<file path="config.mk">
export PLATFORM = sky130hd
export DESIGN_NAME = trace_funnel
export DESIGN_NICKNAME = d
export VERILOG_FILES = /design/src/rtl/trace_funnel.sv
export SDC_FILE = /design/constraint.sdc
export NUM_CORES = 1
export LEC_CHECK = 0
export BUFFER_PORTS_ARGS = -buffer_cell sky130_fd_sc_hd__buf_4
export CAP_MARGIN = 20
export CORE_MARGIN = 4
export CORE_UTILIZATION = 47
export DETAILED_ROUTE_END_ITERATION = 6
export PLACE_DENSITY = 0.92
export SYNTH_ARGS = -nofsm -noshare
export SYNTH_HDL_FRONTEND = slang
export SYNTH_SLANG_ARGS = --single-unit
</file>
<file path="constraint.sdc">
create_clock -name clk -period 9.7 [get_ports clk]
set_input_delay 0 -clock clk [delete_from_list [all_inputs] [get_ports clk]]
set_output_delay 0 -clock clk [all_outputs]
set_load 0.01 [all_outputs]
</file>
<file path="src/rtl/trace_funnel.sv">
module trace_funnel #(
  parameter int NPORT = 8,
  parameter int DW    = 16,
  parameter int IW    = 7,
  parameter int PW    = 3,
  parameter int HW    = 4,
  parameter int AW    = 8
) (
  input  logic                clk,
  input  logic                rst_n,
  input  logic [NPORT-1:0]    in_valid,
  output logic [NPORT-1:0]    in_ready,
  input  logic [NPORT*DW-1:0] in_data,
  input  logic [NPORT*IW-1:0] in_id,
  output logic                out_valid,
  input  logic                out_ready,
  output logic [DW-1:0]       out_data,
  output logic [IW-1:0]       out_id,
  input  logic                reg_we,
  input  logic [AW-1:0]       reg_addr,
  input  logic [31:0]         reg_wdata,
  output logic [31:0]         reg_rdata
);
  localparam int SW  = $clog2(NPORT);
  localparam int PRW = NPORT * PW;
  localparam logic [AW-1:0] A_CTRL = AW'(0);
  localparam logic [AW-1:0] A_PRIO = AW'(4);

  function automatic logic [PRW-1:0] prio_reset();
    logic [PRW-1:0] r;
    r = '0;
    for (int i = 0; i < NPORT; i++) r[i*PW +: PW] = PW'(i);
    return r;
  endfunction

  logic [NPORT-1:0] en_q;
  logic [HW-1:0]    hold_q;
  logic [PRW-1:0]   prio_q;

  logic             gnt_vld_q;
  logic [SW-1:0]    gnt_q;
  logic [HW-1:0]    rem_q;

  logic [SW-1:0]    win;
  logic             win_vld;
  logic [PW-1:0]    best;

  wire [NPORT-1:0] req        = in_valid & en_q;
  wire             cur_ok     = gnt_vld_q && req[gnt_q];
  wire [SW-1:0]    sel        = cur_ok ? gnt_q : win;
  wire             sel_vld    = cur_ok || win_vld;
  wire             stage_free = !out_valid || out_ready;
  wire             xfer       = sel_vld && stage_free;
  wire [HW-1:0]    hold_eff   = (hold_q == '0) ? HW'(1) : hold_q;
  wire [HW-1:0]    new_rem    = cur_ok ? rem_q - HW'(1) : hold_eff - HW'(1);

  always_comb begin
    win     = '0;
    win_vld = 1'b0;
    best    = '1;
    for (int i = 0; i < NPORT; i++) begin
      if (req[i] && (!win_vld || prio_q[i*PW +: PW] < best)) begin
        win     = SW'(i);
        best    = prio_q[i*PW +: PW];
        win_vld = 1'b1;
      end
    end
  end

  assign in_ready = xfer ? (NPORT'(1) << sel) : '0;

  always_ff @(posedge clk) begin
    if (!rst_n) begin
      gnt_vld_q <= 1'b0;
      gnt_q     <= '0;
      rem_q     <= '0;
    end else if (xfer) begin
      gnt_q     <= sel;
      rem_q     <= new_rem;
      gnt_vld_q <= (new_rem != '0);
    end else if (!cur_ok) begin
      gnt_vld_q <= 1'b0;
    end
  end

  always_ff @(posedge clk) begin
    if (!rst_n) begin
      out_valid <= 1'b0;
      out_data  <= '0;
      out_id    <= '0;
    end else if (xfer) begin
      out_valid <= 1'b1;
      out_data  <= in_data[sel*DW +: DW];
      out_id    <= in_id[sel*IW +: IW];
    end else if (out_ready) begin
      out_valid <= 1'b0;
    end
  end

  always_ff @(posedge clk) begin
    if (!rst_n) begin
      en_q      <= '0;
      hold_q    <= HW'(3);
      prio_q    <= prio_reset();
      reg_rdata <= '0;
    end else begin
      if (reg_we && reg_addr == A_CTRL) begin
        en_q   <= reg_wdata[NPORT-1:0];
        hold_q <= reg_wdata[NPORT +: HW];
      end
      if (reg_we && reg_addr == A_PRIO) prio_q <= reg_wdata[PRW-1:0];
      if (reg_addr == A_CTRL)      reg_rdata <= 32'({hold_q, en_q});
      else if (reg_addr == A_PRIO) reg_rdata <= 32'(prio_q);
      else                         reg_rdata <= '0;
    end
  end

  assert_one_ready_R8: assert property (@(posedge clk) disable iff (!rst_n)
    $onehot0(in_ready));

  assert_blocked_port_R2: assert property (@(posedge clk) disable iff (!rst_n)
    (in_ready & ~en_q) == '0);

  assert_idle_no_ready_R3: assert property (@(posedge clk) disable iff (!rst_n)
    ((in_valid & en_q) == '0) |-> (in_ready == '0));

  assert_stall_stable_R8: assert property (@(posedge clk) disable iff (!rst_n)
    (out_valid && !out_ready) |=> (out_valid && $stable(out_data) && $stable(out_id)));

  assert_unmapped_zero_R9: assert property (@(posedge clk) disable iff (!rst_n)
    (reg_addr != A_CTRL && reg_addr != A_PRIO) |=> (reg_rdata == '0));

  assert_accept_to_out_R8: assert property (@(posedge clk) disable iff (!rst_n)
    (in_ready != '0) |=> out_valid);
endmodule

</file>
==> results of run 1 <==
what timing repair did:
item | CTS | global route
gates resized for setup | 6 | 44
hold buffers | 71 | 0
pin swaps | 2 | 17
buffers inserted | 5 | 10
endpoints found under the setup margin | 31 | 34
hold endpoints to repair | 60 | 0
cell families (layout without fill, tap and decap cells):
group / after synthesis / after routing
AOI/OAI and AO/OA: 185 / 185
other: 1 / 10
adders and majority gates: 10 / 10
DFF: 92 / 92
xor gates and xnor gates: 2 / 2
muxes: 103 / 103
and+or+nand+nor: 254 / 254
buffers and inverters: 69 / 430
report_power, final:
part | internal [mW] | leakage [nW] | switching, mW
Clock | 0.280 | 0.178 | 0.168
Combinational | 0.0912 | 3.48 | 0.0476
Sequential | 0.378 | 0.743 | 0.000805
tightest hold or removal path, delay by kind of cell:
family / cells / cell delay, ns
AOI/OAI and AO/OA: 1 / 0.06
muxes: 1 / 0.10
and+or+nand+nor: 1 / 0.12
buffers and inverters: 1 / 0.11
cell type report:
class / instances / area share [%]
Multi-Input combinational cell: 562 / 41.8
Timing Repair Buffer: 401 / 33.0
Sequential cell: 92 / 18.7
Clock buffer: 9 / 2.28
Tap cell: 172 / 2.17
Clock inverter: 7 / 1.49
Inverter: 13 / 0.493
Antenna cell: 2 / 0.0506
state kept, by name, indices dropped and copies added (netlist names):
name / flops
en_q: 8
gnt_q: 3
gnt_vld_q: 1
hold_q: 4
out_data: 16
out_id: 7
out_valid: 1
prio_q: 24
reg_rdata: 24
rem_q: 4
routing by layer:
metal | global-route usage (%) | up-vias | routed length (um) | share of wire, %
met5 | 0 | - | 0 | 0
met4 | 17.5 | 0 | 1610 | 5.9
met3 | 9.33 | 158 | 2600 | 9.5
met2 | 59.6 | 530 | 13600 | 50
met1 | 38.7 | 3594 | 9540 | 35
li1 | - | 3349 | - | -
cells in the mapped netlist (14+ instances only):
library cell  count
clkbuf_1         27
a21boi_0         17
and3_1           17
o21ai_0          35
nor2_1           33
mux2i_1          97
a41oi_1          14
nand2_1         106
a21oi_1          28
nor2b_1          19
or2_1            17
a221o_1          23
nand3_1          17
dfxtp_1          92
through the flow:
| stage | hold WS (ns) | std cells |
|---|---|---|
| after floorplan | 0.124 | 723 |
| after global placement | 0.212 | 1154 |
| after detailed placement | 0.216 | 1154 |
| after CTS | 0.0570 | 1246 |
| after global routing | 0.0927 | 1257 |
| final | 0.0745 | 1258 |
worst min path at each step:
stage,start,endpoint,depth (start not counted)
after floorplan,reg_wdata[3],prio_q[3],2
after global placement,reg_wdata[17],prio_q[17],3
after detailed placement,reg_wdata[19],prio_q[19],3
after CTS,in_data[13],out_data[13],4
after global routing,in_id[5],out_id[5],4
final,in_data[13],out_data[13],4
==> results.cfg, run 1 <==
[worst_setup_path]
rr_worst_depth = 51
crit_family = compound AO/OA/AOI/OAI gates
crit_path_end_kind = flip-flop
reg2reg_slack_ns = 0.12
criticalPathCategory = reg -> reg
critPathMostFrequentCell = buf_4
cp.required_ns = 9.98
worstPathArrival_ns = 9.85
critical_path.max_stage_delay_ns = 0.50
critPathMaxFanout = 8
worstSetupStartpoint = en_q[0]
critical_path_depth = 51
cp-start-kind = flip-flop
critPathBufInv = 9
r2r_start = en_q[0]
endpoint = out_data[5]
r2r-end = out_data[5]
cp_slowest_cell = or4_4

[clock_network]
htree_levels = 3
numCtsBuffers = 9
cts_tree = yes
cts-root-buf = clkbuf_16
cts_buffer_depth = 2
clkTransAtPathRegs_ns = 0.07
clk_latency_ns = 0.36
cts_sinks = 92

[power_and_ir_drop]
p_leak_nw = 4.40
power_mw = 0.966
powerDensity_mw_per_mm2 = 97.6
peakVddDrop_v = 0.0000868

[route]
drt_iter0_drc = 926
drc_errors = 0
wl_um = 27300
antenna_left = 0
drtPass1Iterations = 7
num_vias = 7631
wl_per_cell_um = 21.7
vias_per_cell = 6.07

[logic_synthesis]
netlist-cell-type-count = 81
netlist_area_mm2 = 0.00607
synth-simple-area-share_pct = 20.5
syn_inst = 716
synth_top_flop_cell = dfxtp_1
postSynthAreaPerCell_um2 = 8.48
async_flop_share_pct = 0
synthMuxAreaShare_pct = 17.6
ys.warnings.count = 0
synth_top_area_cell = dfxtp_1
synth_top_family_by_area = compound AO/OA/AOI/OAI gates
synth_edf_count = 0
synth_fa_ha_area_share_pct = 2.06
synth.ff_latch_count = 92
synthTopCellsByArea = dfxtp_1 (30%), mux2i_1 (16%), nand2_1 (6.5%)
synth_xor_xnor_area_share_pct = 0.288
synth_sequential_area_ratio_pct = 30.3
synth_compound_area_share_pct = 23.1
synth_top_cell_area_share_pct = 30.3

[sta]
setup_violations = 0
timing.final.ws_setup_ns = 0.125
relSlewSlack_pct = 34.6
hold_viol = 0
tightest_slew_ns = 0.982
slew_violations = 0
skew_ns = 0.0103
layout_min_cycle_time_ns = 9.58
tns_ns = 0
finalCritPeriodShare_pct = 98.7
max_freq_mhz = 104

[cells_and_area]
final_common_cell = buf_4
nNetsFinal = 1325
multiInputGateArea_mm2 = 0.00414
seq_area_mm2 = 0.00185
final_cell_mix = buf_4 (322), nand2_1 (105), mux2i_1 (94)
drive_gt1_share_pct = 37.4
final_util_pct = 78.4
areaGrowthSynthToFinish_pct = 62.9
n_fill_cell = 766
final_cell_area_mm2 = 0.00990

[grt]
grt_max_degree = 71
track_usage_pct = 34.4
grt_pass1_wl_um = 40000
antenna_found_initial = 1
overflow = 0
grt_pass1_vias = 7404

[placement]
gp_congestion = 0.923
dpl_worst_slack_ns = 0.104
dpl.hpwl_um = 17300
portBuffers = 283
placed_area_mm2 = 0.00847

[flow_run]
cap_violations = 0

[die]
chipWidth_um = 122
design.core.area_mm2 = 0.0126
num_rows = 41
start_util_pct = 48.1
die-area_mm2 = 0.0148
num_io_pins = 300
die_h_um = 122

[min_path]
hold_class = in -> reg

[status]
status = finished, final reports clean
Power figures use the tool's default switching activity.
==> run 2: changes to the inputs <==
--- a/config.mk
+++ b/config.mk
@@ -10,7 +10,9 @@
 export CORE_MARGIN = 4
 export CORE_UTILIZATION = 47
 export DETAILED_ROUTE_END_ITERATION = 6
-export PLACE_DENSITY = 0.92
+export GPL_TIMING_DRIVEN = 0
+export PLACE_DENSITY_LB_ADDON = 0.25
+export RECOVER_POWER = 25
 export SYNTH_ARGS = -nofsm -noshare
 export SYNTH_HDL_FRONTEND = slang
 export SYNTH_SLANG_ARGS = --single-unit
==> run 2 against run 1 <==
Net effect:
- the run now ends with negative hold slack left
- largest cell class unchanged
- utilization shrank 1.6 points
- register-to-register slack improved by 0.15 ns
- sequential power hardly changed
- via count decreased by 1.3%
- setup slack better by 0.15 ns
- non-clock buffer count increased by 26
- combinational power hardly changed
- final cell count up 1.9%
- highest routed layer unchanged
- wire length up 1.9%
- die area unchanged
- hold slack worse by 0.077 ns
==> results.cfg, run 2 (synthesis results as in run 1) <==
[route]
drt_iter0_drc = 831
num_vias = 7534
vias_per_cell = 5.88
wl_um = 27800
antenna_left = 0
drc_errors = 0
drtPass1Iterations = 7
wl_per_cell_um = 21.7

[grt]
grt_max_degree = 16
grt_pass1_vias = 7194
track_usage_pct = 34.8
overflow = 0
grt_pass1_wl_um = 39800
antenna_found_initial = 0

[cells_and_area]
final_common_cell = buf_4
fin_cells = 1282
nNetsFinal = 1351
seq_area_mm2 = 0.00185
final_cell_mix = buf_4 (280), nand2_1 (104), mux2i_1 (97)
reg_top3 = prio_q x24, reg_rdata x24, out_data x16
areaGrowthSynthToFinish_pct = 59.6
multiInputGateArea_mm2 = 0.00410
num_antenna_cells = 0
n_fill_cell = 932
drive_gt1_share_pct = 33.2

[clock_network]
cts_buffer_depth = 2
clk_latency_ns = 0.36
cts_sinks = 92
clkTransAtPathRegs_ns = 0.07
htree_levels = 3
cts_tree = yes
numCtsBuffers = 9
cts-root-buf = clkbuf_16

[worst_setup_path]
worstSetupStartpoint = en_q[1]
r2r_start = en_q[1]
criticalPathCategory = reg -> reg
rr_worst_depth = 49
cp.required_ns = 9.94
endpoint = out_data[4]
critPathMaxFanout = 10
r2r-end = out_data[4]
cp_slowest_cell = or4_4
cp-start-kind = flip-flop
worstPathArrival_ns = 9.66
reg2reg_slack_ns = 0.28
critical_path.max_stage_delay_ns = 0.52
crit_path_end_kind = flip-flop

[sta]
relSlewSlack_pct = 43.5
tns_ns = 0
layout_min_cycle_time_ns = 9.42
slew_violations = 0
hold_viol = 2
whs_ns = -0.00280
finalCritPeriodShare_pct = 97.1
setup_violations = 0
tightest_slew_ns = 0.847
max_freq_mhz = 106
skew_ns = 0.0124

[placement]
dp_cells = 1177
portBuffers = 282
dpl.hpwl_um = 19700
gp_congestion = 0.984

[die]
die_h_um = 122
design.core.area_mm2 = 0.0126
die-area_mm2 = 0.0148
num_rows = 41
num_io_pins = 300
start_util_pct = 48.1
chipWidth_um = 122

[power_and_ir_drop]
p_leak_nw = 4.26
power_mw = 0.882
powerDensity_mw_per_mm2 = 91.0
peakVddDrop_v = 0.000101

[flow_run]
cap_violations = 0

[status]
status = finished, violations left
violations = negative hold slack

[min_path]
hold_class = in -> reg
-- run 2: changes by cell type in the layout (fill, tap and decap cells not counted), moves of 3 or more --
cell,before,now
buf_2,0,4
clkbuf_1,0,61
dlygate4sd3_1,71,67
bufinv_16,4,1
clkinv_2,0,3
mux2i_1,94,97
buf_6,2,6
buf_12,6,3
buf_4,322,280
-- run 2: final cells by class --
type / count / area share, %
flip-flops and latches: 92 / 19.1
clock inverters: 6 / 0.632
clock buffers: 10 / 2.46
well taps: 172 / 2.22
multi-input cells: 562 / 42.3
repair buffers: 371 / 29.0
plain buffers: 56 / 3.78
inverters: 13 / 0.503
-- run 2: metal layers --
| metal | routed length (um) | GRT usage [%] |
|---|---|---|
| met2 | 13300 | 58.4 |
| met5 | 0 | 0 |
| met3 | 2940 | 9.98 |
| met4 | 1390 | 15.9 |
| met1 | 10200 | 41.0 |
-- run 2: report_power, final --
part	total [mW]	internal (mW)	leakage, nW	switching [mW]
Combinational	0.141	0.0920	3.37	0.0490
Clock	0.362	0.206	0.149	0.155
Sequential	0.379	0.378	0.744	0.000854
-- run 2: worst min path at each step --
stage / startpoint / endpoint / slack (ns) / cells past startpoint
after detailed placement: reg_wdata[21] / prio_q[21] / 0.21 / 3
after CTS: in_data[54] / out_data[6] / 0.0003 / 3
final: in_data[23] / out_data[7] / -0.003 / 3
after global routing: in_data[55] / out_data[7] / 0.01 / 3
after floorplan: reg_wdata[3] / prio_q[3] / 0.12 / 2
after global placement: reg_wdata[21] / prio_q[21] / 0.21 / 3
-- run 2: repair_timing --
item | in CTS | in global routing
buffers inserted | 3 | 18
setup endpoints to repair | 34 | 34
hold endpoints to repair | 58 | 0
hold buffers | 67 | 0
resized for setup | 14 | 55
pin swaps | 3 | 22
-- run 2: metrics by stage --
stage / util, % / setup slack [ns] / instance area, um^2
detailed placement: 66.8 / -0.677 / 8430
global placement: 66.8 / -0.713 / 8430
global route: 76.8 / -0.213 / 9700
CTS: 75.3 / 0.000572 / 9500
finish: 76.8 / 0.277 / 9700
floorplan: - / 0.849 / 6100
-- run 2: worst max-delay path, delay by kind of cell, from the launching register on --
| family | cells | cell delay (ns) |
|---|---|---|
| AOI/OAI and AO/OA | 22 | 4.24 |
| adders and majority gates | 6 | 1.22 |
| buffers and inverters | 6 | 0.82 |
| DFF | 1 | 0.37 |
| muxes | 3 | 1.01 |
| and+or+nand+nor | 12 | 1.63 |
==> run 3: changes to the inputs <==
--- a/config.mk
+++ b/config.mk
@@ -5,10 +5,11 @@
 export SDC_FILE = /design/constraint.sdc
 export NUM_CORES = 1
 export LEC_CHECK = 0
+export ABC_AREA = 1
 export BUFFER_PORTS_ARGS = -buffer_cell sky130_fd_sc_hd__buf_4
 export CAP_MARGIN = 20
 export CORE_MARGIN = 4
-export CORE_UTILIZATION = 47
+export CORE_UTILIZATION = 48
 export DETAILED_ROUTE_END_ITERATION = 6
 export GPL_TIMING_DRIVEN = 0
 export PLACE_DENSITY_LB_ADDON = 0.25
==> run 3 against run 2 <==
Net effect:
- the run now ends clean
- design area decreased by 3.2%
- via count increased by 10%
- sequential power about the same
- total power decreased by 0.13%
- sequential cell count unchanged
- setup slack improved by 1.5 ns
==> results.cfg, run 3 <==
[worst_setup_path]
critPathMostFrequentCell = nand2_1
critical_path.max_stage_delay_ns = 0.33
r2r-end = out_id[4]
worstSetupStartpoint = en_q[0]
cp-start-kind = flip-flop
worstPathArrival_ns = 7.89
critPathMaxFanout = 10
rr_worst_depth = 64
crit_path_end_kind = primary output
cp.required_ns = 9.70
reg2reg_slack_ns = 2.08
r2r_start = en_q[0]
criticalPathCategory = reg -> out
cp_slowest_cell = dfxtp_1
endpoint = in_ready[4]

[grt]
grt_max_degree = 17
antenna_found_initial = 0
grt_pass1_vias = 7815
overflow = 0
track_usage_pct = 30.7
grt_pass1_wl_um = 39500

[route]
topRoutingLayerUsed = met4
wl_per_cell_um = 15.4
drt_iter0_drc = 748
route.met3.wl_um = 1950
wl_um = 25100
antenna_left = 0
num_vias = 8309
drtPass1Iterations = 6
wl_met2_um = 12500
vias_per_cell = 5.10
drc_errors = 0
met1_length_um = 9960

[sta]
whs_ns = 0.0610
tns_ns = 0
relSlewSlack_pct = 52.4
rsz0062_at_grt = no
max_freq_mhz = 127
layout_min_cycle_time_ns = 7.89
skew_ns = 0.0120
hold_viol = 0
setup_violations = 0
slew_violations = 0
tightest_slew_ns = 0.714
finalCritPeriodShare_pct = 81.3

[clock_network]
clk_latency_ns = 0.34
ctsResizeCount = 0
htree_levels = 3
cts_buffer_depth = 2
cts_sinks = 92
cts_tree = yes
numCtsBuffers = 9
clkTransAtPathRegs_ns = 0.07
cts-root-buf = clkbuf_16
post-cts-setup-buffer-count = 0

[logic_synthesis]
netlist-cell-type-count = 34
postSynthAreaPerCell_um2 = 5.88
synth_edf_count = 0
synth_top_area_cell = nand2_1
synth.ff_latch_count = 92
synthTopCellsByArea = nand2_1 (29%), dfxtp_1 (28%), nand3_1 (9.8%)
netlist_area_mm2 = 0.00660
synth_sequential_area_ratio_pct = 27.9
async_flop_share_pct = 0
ys.warnings.count = 0
yosysMostFrequentCell = nand2_1
yosys-top-cells-count = nand2_1 (511), nand3_1 (129), dfxtp_1 (92), inv_1 (92)
syn_inst = 1122
synth_top_cell_area_share_pct = 29.1
synth_top_flop_cell = dfxtp_1

[status]
status = finished, final reports clean

[cells_and_area]
multiInputGateArea_mm2 = 0.00393
final_cell_mix = nand2_1 (511), buf_4 (261), nand3_1 (129)
drive_gt1_share_pct = 24.8
reg_top3 = prio_q x24, reg_rdata x24, out_data x16
n_fill_cell = 1258
final_common_cell = nand2_1
nNetsFinal = 1695
num_antenna_cells = 0
seq_area_mm2 = 0.00184
areaGrowthSynthToFinish_pct = 42.3

[power_and_ir_drop]
p_leak_nw = 5.17
peakVddDrop_v = 0.0000862
powerDensity_mw_per_mm2 = 93.8

[die]
die_h_um = 125
start_util_pct = 49.4
chipWidth_um = 125
num_rows = 42
design.core.area_mm2 = 0.0133
die-area_mm2 = 0.0157
num_io_pins = 300

[placement]
gp_congestion = 0.963
dpl.hpwl_um = 20100
portBuffers = 283

[flow_run]
cap_violations = 0

[min_path]
hold_class = in -> reg
[run 3: where the power goes]
group / internal [mW] / leakage [nW] / switching [mW] / total, mW
logic: 0.0847 / 4.28 / 0.0555 / 0.140
registers: 0.379 / 0.742 / 0.000818 / 0.380
clock network: 0.209 / 0.147 / 0.152 / 0.361
[run 3: layout make-up]
class / count / share of cell area (%)
multi-input combinational: 865 / 41.9
timing repair buffer: 309 / 23.9
sequential: 92 / 19.6
buffer: 70 / 4.96
inverter: 102 / 4.08
clock buffer: 10 / 2.55
tap: 176 / 2.35
clock inverter: 5 / 0.706
[run 3: worst min-delay path by stage]
stage,from,endpoint,cells after the start
floorplan,reg_wdata[8],hold_q[0],2
finish,reg_addr[3],reg_rdata[2],4
CTS,reg_addr[2],reg_rdata[11],4
global placement,reg_wdata[23],prio_q[23],3
detailed placement,reg_wdata[14],prio_q[14],3
global route,reg_addr[3],reg_rdata[11],4
[run 3: logic make-up after synthesis]
kind of cell / after synthesis / share of synthesized area (%)
XOR/XNOR: 1 / 0.133
buffers and inverters: 172 / 12.9
flip-flops: 92 / 27.9
adder cells (fa/ha/maj): 10 / 1.90
AO/OA/AOI/OAI: 107 / 9.20
other: 1 / 0.0568
AND/OR/NAND/NOR: 739 / 47.9
[run 3: critical path: cells and delay by family, from the launching register on]
kind / cells / cell delay, ns
DFF: 1 / 0.33
buffers and inverters: 9 / 0.71
adders and majority gates: 6 / 1.72
AOI/OAI and AO/OA: 7 / 1.60
and+or+nand+nor: 39 / 3.23
[run 3: repair_timing]
item	in CTS	in global routing
hold buffers	25	0
endpoints found under the hold margin	36	0
setup endpoints to repair	0	0
[run 3: routing by layer]
layer / vias to the layer above / track usage, %
met4: 0 / 9.06
met1: 3689 / 37.0
met5: - / 0
met2: 399 / 55.7
li1: 4172 / -
met3: 49 / 5.54
[run 3: metrics by stage]
step	worst slack, ns	total power [mW]	instance area [um^2]	std cells	util [%]
after floorplan	3.35	0.432	6620	1129	-
after global placement	2.35	0.518	8970	1588	67.2
after detailed placement	2.18	0.519	8970	1589	67.2
after CTS	1.88	0.882	9530	1629	71.4
after global routing	0.959	0.914	9390	1629	70.3
final	1.81	0.881	9390	1629	70.3
